[src/rtl/fuse_ctl_pkg.sv]
package fuse_ctl_pkg;

  localparam logic [15:0] UNLOCK_KEY  = 16'h3E77;
  localparam logic [31:0] LOCKED_WORD = 32'hBADA_BADA;

  localparam int CTRL_ADDR_W = 8;
  localparam int BUSY_BIT    = 8;
  localparam int ERR_BIT     = 9;
  localparam int RELOAD_BIT  = 10;

  localparam int OFS_CTRL    = 'h000;
  localparam int OFS_SET     = 'h004;
  localparam int OFS_CLR     = 'h008;
  localparam int OFS_DATA    = 'h020;
  localparam int OFS_SHADOW  = 'h400;
  localparam int SHADOW_STEP = 'h10;

  typedef enum logic [1:0] {CW_WRITE, CW_SET, CW_CLR} ctrl_mode_e;
  typedef enum logic [2:0] {RS_ZERO, RS_CTRL, RS_DATA, RS_SHADOW, RS_LOCKED} rd_sel_e;
  typedef enum logic [1:0] {ST_IDLE, ST_PROG, ST_RELOAD} seq_state_e;

  typedef struct packed {
    logic       ctrlWr;
    ctrl_mode_e ctrlMode;
    logic       dataWr;
    logic       launch;
    logic       clrUnlock;
    logic       setErr;
    logic       clrErr;
    logic       shWr;
    logic       fuseLoad;
    logic       rdEn;
    rd_sel_e    rdSel;
  } dp_stb_t;

endpackage

[src/rtl/fuse_ctl_ctrl.sv]
module fuse_ctl_ctrl
  import fuse_ctl_pkg::*;
#(
  parameter int NUM_WORDS = 16,
  parameter int BUS_AW    = 12,
  localparam int IDX_W    = $clog2(NUM_WORDS)
) (
  input  logic                   clk,
  input  logic                   rstN,
  input  logic                   busWe,
  input  logic                   busRe,
  input  logic [BUS_AW-1:0]      busAddr,
  input  logic                   reloadBit,
  input  logic                   errBit,
  input  logic                   seqDone,
  input  logic [CTRL_ADDR_W-1:0] ctrlAddr,
  input  logic                   unlocked,
  input  logic                   errFlag,
  input  logic [NUM_WORDS-1:0]   wrLock,
  input  logic [NUM_WORDS-1:0]   rdLock,
  input  logic [IDX_W-1:0]       opAddr,
  output dp_stb_t                stb,
  output logic [IDX_W-1:0]       shIdx,
  output logic [IDX_W-1:0]       reloadIdx,
  output logic                   busy,
  output logic                   reloading,
  output logic                   seqReq,
  output logic                   seqOp,
  output logic [IDX_W-1:0]       seqAddr
);

  localparam int SH_END = OFS_SHADOW + NUM_WORDS * SHADOW_STEP;

  seq_state_e stateQ, stateD;
  logic [IDX_W-1:0] idxQ, idxD;
  logic reqQ, reqD;

  logic hitCtrl, hitSet, hitClr, hitData, hitSh, addrOk, startReload;

  assign hitCtrl = busAddr == BUS_AW'(OFS_CTRL);
  assign hitSet  = busAddr == BUS_AW'(OFS_SET);
  assign hitClr  = busAddr == BUS_AW'(OFS_CLR);
  assign hitData = busAddr == BUS_AW'(OFS_DATA);
  assign hitSh   = (busAddr >= BUS_AW'(OFS_SHADOW)) && (busAddr < BUS_AW'(SH_END))
                   && (busAddr[3:0] == 4'h0);
  assign shIdx   = busAddr[4 +: IDX_W];
  assign addrOk  = ctrlAddr < CTRL_ADDR_W'(NUM_WORDS);

  assign busy      = stateQ != ST_IDLE;
  assign reloading = stateQ == ST_RELOAD;
  assign reloadIdx = idxQ;
  assign seqReq    = reqQ;
  assign seqOp     = reloading;
  assign seqAddr   = reloading ? idxQ : opAddr;

  // Bus decode and request gating
  always_comb begin
    stb         = '0;
    stb.rdSel   = RS_ZERO;
    startReload = 1'b0;
    if (busWe) begin
      if (hitCtrl || hitSet || hitClr) begin
        stb.ctrlWr   = 1'b1;
        stb.ctrlMode = hitClr ? CW_CLR : (hitSet ? CW_SET : CW_WRITE);
        if (hitClr && errBit) stb.clrErr = 1'b1;
        if (!hitClr && reloadBit) begin
          if (busy)          stb.setErr  = 1'b1;
          else if (!errFlag) startReload = 1'b1;
        end
      end else if (hitData) begin
        if (busy) stb.setErr = 1'b1;
        else if (!errFlag) begin
          stb.dataWr = 1'b1;
          if (unlocked) begin
            stb.clrUnlock = 1'b1;
            if (addrOk && !wrLock[ctrlAddr[IDX_W-1:0]]) stb.launch = 1'b1;
            else                                        stb.setErr = 1'b1;
          end
        end
      end else if (hitSh) begin
        if (!errFlag) begin
          if (busy || wrLock[shIdx]) stb.setErr = 1'b1;
          else                       stb.shWr   = 1'b1;
        end
      end
    end else if (busRe) begin
      stb.rdEn = 1'b1;
      if (hitCtrl || hitSet || hitClr) stb.rdSel = RS_CTRL;
      else if (hitData)                stb.rdSel = RS_DATA;
      else if (hitSh) begin
        if (busy || errFlag || rdLock[shIdx]) begin
          stb.rdSel  = RS_LOCKED;
          stb.setErr = 1'b1;
        end else begin
          stb.rdSel  = RS_SHADOW;
        end
      end
    end
    stb.fuseLoad = reloading && seqDone;
  end

  // Operation sequencing
  always_comb begin
    stateD = stateQ;
    idxD   = idxQ;
    reqD   = 1'b0;
    unique case (stateQ)
      ST_IDLE: begin
        if (stb.launch) begin
          stateD = ST_PROG;
          reqD   = 1'b1;
        end else if (startReload) begin
          stateD = ST_RELOAD;
          idxD   = '0;
          reqD   = 1'b1;
        end
      end
      ST_PROG: if (seqDone) stateD = ST_IDLE;
      ST_RELOAD: begin
        if (seqDone) begin
          if (idxQ == IDX_W'(NUM_WORDS - 1)) begin
            stateD = ST_IDLE;
          end else begin
            idxD = idxQ + 1'b1;
            reqD = 1'b1;
          end
        end
      end
      default: stateD = ST_IDLE;
    endcase
  end

  always_ff @(posedge clk or negedge rstN) begin
    if (!rstN) begin
      stateQ <= ST_IDLE;
      idxQ   <= '0;
      reqQ   <= 1'b0;
    end else begin
      stateQ <= stateD;
      idxQ   <= idxD;
      reqQ   <= reqD;
    end
  end

endmodule

[src/rtl/fuse_ctl_dp.sv]
module fuse_ctl_dp
  import fuse_ctl_pkg::*;
#(
  parameter int NUM_WORDS = 16,
  parameter int DATA_W    = 32,
  localparam int IDX_W    = $clog2(NUM_WORDS),
  localparam int LOCK_IDX = NUM_WORDS - 1
) (
  input  logic                   clk,
  input  logic                   rstN,
  input  dp_stb_t                stb,
  input  logic [DATA_W-1:0]      busWdata,
  input  logic [IDX_W-1:0]       shIdx,
  input  logic [IDX_W-1:0]       reloadIdx,
  input  logic [DATA_W-1:0]      seqRdata,
  input  logic                   busy,
  input  logic                   reloading,
  output logic [CTRL_ADDR_W-1:0] ctrlAddr,
  output logic                   unlocked,
  output logic                   errFlag,
  output logic [NUM_WORDS-1:0]   wrLock,
  output logic [NUM_WORDS-1:0]   rdLock,
  output logic [IDX_W-1:0]       opAddr,
  output logic [DATA_W-1:0]      dataReg,
  output logic [DATA_W-1:0]      rdata,
  output logic                   rdValid
);

  logic [NUM_WORDS-1:0][DATA_W-1:0] shadowFlat;
  logic [2*NUM_WORDS-1:0] lockQ;
  logic [DATA_W-1:0] ctrlWord, rdNext;
  logic keyHit;

  assign keyHit = busWdata[DATA_W-1 -: 16] == UNLOCK_KEY;
  assign wrLock = lockQ[NUM_WORDS-1:0];
  assign rdLock = lockQ[NUM_WORDS +: NUM_WORDS];

  // Control word fields and the program latch
  always_ff @(posedge clk or negedge rstN) begin
    if (!rstN) begin
      ctrlAddr <= '0;
      unlocked <= 1'b0;
      errFlag  <= 1'b0;
      opAddr   <= '0;
      dataReg  <= '0;
    end else begin
      if (stb.ctrlWr) begin
        unique case (stb.ctrlMode)
          CW_WRITE: begin
            ctrlAddr <= busWdata[CTRL_ADDR_W-1:0];
            unlocked <= keyHit;
          end
          CW_SET: begin
            ctrlAddr <= ctrlAddr | busWdata[CTRL_ADDR_W-1:0];
            if (keyHit) unlocked <= 1'b1;
          end
          default: ctrlAddr <= ctrlAddr & ~busWdata[CTRL_ADDR_W-1:0];
        endcase
      end
      if (stb.clrUnlock) unlocked <= 1'b0;
      if (stb.dataWr)    dataReg  <= busWdata;
      if (stb.launch)    opAddr   <= ctrlAddr[IDX_W-1:0];
      if (stb.setErr)      errFlag <= 1'b1;
      else if (stb.clrErr) errFlag <= 1'b0;
    end
  end

  // Shadow words
  for (genvar w = 0; w < NUM_WORDS; w++) begin : g_shadow
    logic [DATA_W-1:0] wordQ;
    always_ff @(posedge clk or negedge rstN) begin
      if (!rstN)                                          wordQ <= '0;
      else if (stb.fuseLoad && reloadIdx == IDX_W'(w))    wordQ <= seqRdata;
      else if (stb.shWr && shIdx == IDX_W'(w))            wordQ <= busWdata;
    end
    assign shadowFlat[w] = wordQ;
  end

  // Lock word, taken from the highest fuse word during reload
  always_ff @(posedge clk or negedge rstN) begin
    if (!rstN) lockQ <= '0;
    else if (stb.fuseLoad && reloadIdx == IDX_W'(LOCK_IDX))
      lockQ <= seqRdata[2*NUM_WORDS-1:0];
  end

  always_comb begin
    ctrlWord                    = '0;
    ctrlWord[CTRL_ADDR_W-1:0]   = ctrlAddr;
    ctrlWord[BUSY_BIT]          = busy;
    ctrlWord[ERR_BIT]           = errFlag;
    ctrlWord[RELOAD_BIT]        = reloading;
    ctrlWord[DATA_W-1 -: 16]    = unlocked ? UNLOCK_KEY : 16'h0;
  end

  always_comb begin
    unique case (stb.rdSel)
      RS_CTRL:   rdNext = ctrlWord;
      RS_DATA:   rdNext = dataReg;
      RS_SHADOW: rdNext = shadowFlat[shIdx];
      RS_LOCKED: rdNext = LOCKED_WORD;
      default:   rdNext = '0;
    endcase
  end

  always_ff @(posedge clk or negedge rstN) begin
    if (!rstN) begin
      rdata   <= '0;
      rdValid <= 1'b0;
    end else begin
      rdValid <= stb.rdEn;
      if (stb.rdEn) rdata <= rdNext;
    end
  end

endmodule

[src/rtl/fuse_ctl_regs.sv]
module fuse_ctl_regs
  import fuse_ctl_pkg::*;
#(
  parameter int NUM_WORDS = 16,
  parameter int DATA_W    = 32,
  parameter int BUS_AW    = 12,
  localparam int IDX_W    = $clog2(NUM_WORDS)
) (
  input  logic              clk,
  input  logic              rstN,
  input  logic              busWe,
  input  logic              busRe,
  input  logic [BUS_AW-1:0] busAddr,
  input  logic [DATA_W-1:0] busWdata,
  output logic [DATA_W-1:0] busRdata,
  output logic              busRvalid,
  output logic              seqReq,
  output logic              seqOp,
  output logic [IDX_W-1:0]  seqAddr,
  output logic [DATA_W-1:0] seqWdata,
  input  logic              seqDone,
  input  logic [DATA_W-1:0] seqRdata
);

  dp_stb_t stb;
  logic [CTRL_ADDR_W-1:0] ctrlAddr;
  logic unlocked, errFlag, busy, reloading;
  logic [NUM_WORDS-1:0] wrLock, rdLock;
  logic [IDX_W-1:0] opAddr, shIdx, reloadIdx;
  logic [DATA_W-1:0] dataReg;

  assign seqWdata = dataReg;

  fuse_ctl_ctrl #(.NUM_WORDS(NUM_WORDS), .BUS_AW(BUS_AW)) ctrl_i (
    .clk, .rstN, .busWe, .busRe, .busAddr,
    .reloadBit(busWdata[RELOAD_BIT]), .errBit(busWdata[ERR_BIT]),
    .seqDone, .ctrlAddr, .unlocked, .errFlag, .wrLock, .rdLock, .opAddr,
    .stb, .shIdx, .reloadIdx, .busy, .reloading, .seqReq, .seqOp, .seqAddr
  );

  fuse_ctl_dp #(.NUM_WORDS(NUM_WORDS), .DATA_W(DATA_W)) dp_i (
    .clk, .rstN, .stb, .busWdata, .shIdx, .reloadIdx, .seqRdata, .busy, .reloading,
    .ctrlAddr, .unlocked, .errFlag, .wrLock, .rdLock, .opAddr, .dataReg,
    .rdata(busRdata), .rdValid(busRvalid)
  );

endmodule

[config.mk]
export PLATFORM = sky130hd
export DESIGN_NAME = fuse_ctl_regs
export DESIGN_NICKNAME = d
export VERILOG_FILES = /design/src/rtl/fuse_ctl_pkg.sv /design/src/rtl/fuse_ctl_ctrl.sv /design/src/rtl/fuse_ctl_dp.sv /design/src/rtl/fuse_ctl_regs.sv
export SDC_FILE = /design/constraint.sdc
export NUM_CORES = 2
export LEC_CHECK = 0
export BUFFER_PORTS_ARGS = -buffer_cell sky130_fd_sc_hd__buf_2
export CAP_MARGIN = 20
export CORE_AREA = 2 2 236 238
export DETAILED_ROUTE_END_ITERATION = 8
export DIE_AREA = 0 0 238 240
export HOLD_SLACK_MARGIN = 0.05
export PLACE_DENSITY = 0.8
export REMOVE_ABC_BUFFERS = 1
export SLEW_MARGIN = 10
export SYNTH_ARGS = -nofsm -noshare
export SYNTH_HDL_FRONTEND = slang
export SYNTH_HIERARCHICAL = 1
export SYNTH_SLANG_ARGS = --single-unit
[constraint.sdc]
create_clock -name clk -period 3.65 [get_ports clk]
set_input_delay 0 -clock clk [delete_from_list [all_inputs] [get_ports clk]]
set_output_delay 0 -clock clk [all_outputs]
set_load 0.03 [all_outputs]
==> impl_metrics.py <==
metrics = {
    "setup_path": {
        "worstSetupPathType": "reg2reg",
        "critPathArrivalTime_ns": 4.11,
        "crit_slowest_cell": "mux4_1",
        "max_stage_delay_ns": 0.53,
        "endpoint_kind": "register",
        "reg2regPathDepth": 10,
        "cp.required_ns": 4.17,
        "cp-start-kind": "register",
        "cpMostUsedCell": "o211ai_1",
        "reg2reg_slack_ns": 0.06,
        "crit_fanout": 15,
        "crit_chain": "mux4_1 -> mux2_2 -> a2111oi_4 -> nand2_1 -> a221oi_4 -> nor2b_1 -> and4b_1 -> buf_4 -> o211ai_1 -> o211ai_1",
    },
    "power": {
        "internal_power_mw": 11.6,
        "vdd_drop_max_uv": 378,
        "p_clk_frac": 0.483,
        "power_mw": 15.1,
        "p_comb_frac": 0.053,
        "leakage_nw": 17.7,
        "p_switching_mw": 3.49,
        "sw_frac_of_total": 0.231,
        "powerDensity_mw_per_mm2": 397,
        "seq_power_share": 0.464,
    },
    "clocking": {
        "clock_path_buffers": 3,
        "clock_sinks": 630,
        "cts.reportedPaths.clkPinSlew_ns": 0.06,
        "clock_latency_ns": 0.61,
        "cts_buffers": 69,
        "htreeDepth": 3,
        "clock-root-buffer": "clkbuf_16",
        "cts_tree": "done",
    },
    "placement": {
        "hpwl_um": 65000,
        "place_congestion": 0.916,
        "placed_cell_area_mm2": 0.0349,
        "numPortBuffers": 151,
    },
    "synth": {
        "syn_avg_cell_area_um2": 10.6,
        "synth-main-ff-cell": "dfrtp_1",
        "yosys_warnings": 6,
        "synth_area_leader_cell": "dfrtp_1",
        "ys_ff_latch": 630,
        "netlist_top_cells_area": "dfrtp_1 (47%), mux2i_1 (17%), mux4_2 (7.1%)",
        "netlist_area_mm2": 0.0336,
        "synthDistinctLibCells": 64,
        "synthCells": 3158,
        "synth_most_common_cell": "dfrtp_1",
        "async_flop_share": 1.00,
        "synth_edf_count": 0,
        "ys_top_cells_by_count": "dfrtp_1 (630), mux2i_1 (579), nor2_1 (320), nand2_1 (318), a21oi_1 (306)",
        "yosysSeqAreaShare": 0.470,
        "synth_top_cell_area_share": 0.470,
    },
    "floorplanning": {
        "die_x_um": 238,
        "num_io_pins": 152,
        "row_count": 86,
        "dieArea_mm2": 0.0571,
        "fp.coreArea_mm2": 0.0547,
        "die_height_um": 240,
        "start_util": 0.614,
    },
    "sta": {
        "grt_setup_unrepaired": "no",
        "drv_slew": 0,
        "max_clock_freq_mhz": 278,
        "setup_viol": 0,
        "worst_slew_pin_slew_ns": 1.06,
        "hold_violations": 0,
        "layout_worst_path_cycle_share": 0.984,
        "period_minus_slack_ns": 3.59,
        "slew-limit-headroom": 0.291,
        "skew_ns": 0.0222,
    },
    "drt": {
        "drt-total-wl_um": 106000,
        "routedWlPerCell_um": 26.9,
        "drtIter0Drc": 3290,
        "drt_first_pass_iters": 6,
        "via_per_inst": 6.74,
        "ant_nets": 0,
        "vias": 26700,
        "drc": 0,
    },
    "job": {
        "maxCapViolCount": 0,
    },
    "global_routing": {
        "track_usage": 0.379,
        "overflow": 0,
        "grt_max_degree": 102,
        "grt_pass1_vias": 27100,
        "antenna_found_initial": 4,
        "grt_pass1_wl_um": 163000,
    },
    "final_layout": {
        "fin_area_mm2": 0.0381,
        "finish.utilization": 0.697,
        "syn_to_final_growth_pct": 13.6,
        "fin_nets": 3283,
        "drive_gt1_frac": 0.174,
        "fillers": 3818,
    },
    "status": {
        "outcome": "completed",
    },
    "hold_path": {
        "hold_path.class": "in2async",
    },
}
[per-stage QoR]
stage                     setup TNS [ns]  cells  worst slack (ns)  hold slack (ns)
after floorplan                  -294.45   2802            -0.913           -0.296
after global routing                   0   3958           0.00793            0.119
after detailed placement          -0.302   3760           -0.0523            0.121
after CTS                              0   3956           0.00988           0.0675
after global placement             -1.17   3759            -0.173            0.118
final                                  0   3959            0.0585           0.0626
[sequential cells by signal, summed over array words and instances (netlist names)]
register	flops
dp_i/dataReg	32
dp_i/ctrlAddr	8
dp_i/rdValid	1
dp_i/g_shadow.wordQ	512
dp_i/unlocked	1
dp_i/lockQ	32
ctrl_i/stateQ	2
dp_i/errFlag	1
dp_i/opAddr	4
ctrl_i/reloadIdx	4
ctrl_i/seqReq	1
dp_i/rdata	32
[cell usage in the layout, fill, tap and decap left out, drive strengths merged, types with 2 or more instances in the layout]
| master | Yosys | routed |
|---|---|---|
| nand3b | 12 | 12 |
| nand4b | 3 | 3 |
| mux2 | 52 | 52 |
| o22ai | 6 | 6 |
| nand3 | 10 | 10 |
| and2 | 8 | 8 |
| a21oi | 306 | 306 |
| a21boi | 2 | 2 |
| nor3 | 5 | 5 |
| nor2 | 323 | 323 |
| a22o | 18 | 18 |
| o211ai | 29 | 29 |
| nand4 | 3 | 3 |
| buf | 131 | 256 |
| a21o | 8 | 8 |
| a211oi | 2 | 2 |
| mux2i | 579 | 579 |
| dlygate4sd3 | 0 | 72 |
| clkbuf | 225 | 103 |
| a222oi | 11 | 11 |
| a22oi | 19 | 19 |
| mux4 | 127 | 127 |
| a2111o | 7 | 7 |
| or4 | 4 | 4 |
| nor2b | 12 | 12 |
| inv | 12 | 13 |
| nand2b | 4 | 4 |
| o21ai | 253 | 253 |
| or2 | 2 | 2 |
| nor3b | 9 | 9 |
| nand2 | 318 | 318 |
| dfrtp | 630 | 630 |
| and4b | 2 | 2 |
| and3 | 7 | 7 |
| bufinv | 0 | 6 |
| clkinv | 1 | 15 |
| and3b | 2 | 2 |
| nor4 | 2 | 2 |
[area by class of cell]
type / count / area, um2 / area share
Antenna cell: 1 / 2.50 / 0.0000657
Timing Repair Buffer: 328 / 2700 / 0.0708
Clock inverter: 21 / 289 / 0.00759
Sequential cell: 630 / 15800 / 0.414
Tap cell: 704 / 881 / 0.0231
Inverter: 13 / 48.8 / 0.00128
Multi-Input combinational cell: 2159 / 16300 / 0.429
Clock buffer: 103 / 2090 / 0.0548
[path summary, 6_finish.rpt]
kind | startpoint | endpoint
min in group clk | busAddr[5] | dp_i/rdata[1]
min reg2reg | dp_i/lockQ[20] | dp_i/lockQ[20]
max | dp_i/lockQ[26] | dp_i/rdata[24]
min | rstN | dp_i/g_shadow[11].wordQ[7]
max reg2reg | dp_i/lockQ[26] | dp_i/rdata[24]
max in group asynchronous | rstN | dp_i/rdata[15]
[metal layers]
metal	up-vias	track usage	part of all wire	routed length, um
met4	4	0.225	0.064	6810
li1	11300	-	-	-
met1	13200	0.480	0.36	38500
met3	408	0.0938	0.11	11800
met2	1704	0.594	0.46	49300
met5	-	0	0.00022	23
[kinds of logic after synthesis]
kind of cell,after synthesis,share of synthesized area
compound gates,668,0.110
fa+ha+maj,1,0.000373
flops,630,0.470
simple gates,732,0.0923
buf+inv,369,0.0493
mux,758,0.278
[power groups by stage]
stage	sequential (mW)	combinational, mW	clock, mW
floorplan	7.15	0.133	0
finish	7.01	0.803	7.30
global route	7.00	0.851	7.64
detailed placement	7.13	0.726	0
CTS	7.01	0.788	7.34
global placement	7.13	0.713	0
[critical path: cells and delay by family (launching register included)]
kind,cells,cell delay (ns)
AO/OA/AOI/OAI,4,1.20
buffers and inverters,1,0.38
flip-flops,1,0.39
multiplexers,2,0.86
AND/OR/NAND/NOR,3,0.67
[what timing repair did]
item / CTS / global route
hold endpoints to repair: 729 / 0
setup endpoints to repair: 8 / 325
pin swaps: 0 / 1
setup buffers: 0 / 2
hold buffers: 72 / 0
resized for setup: 1 / 9
Note: power is estimated with default switching activity, not from simulation.
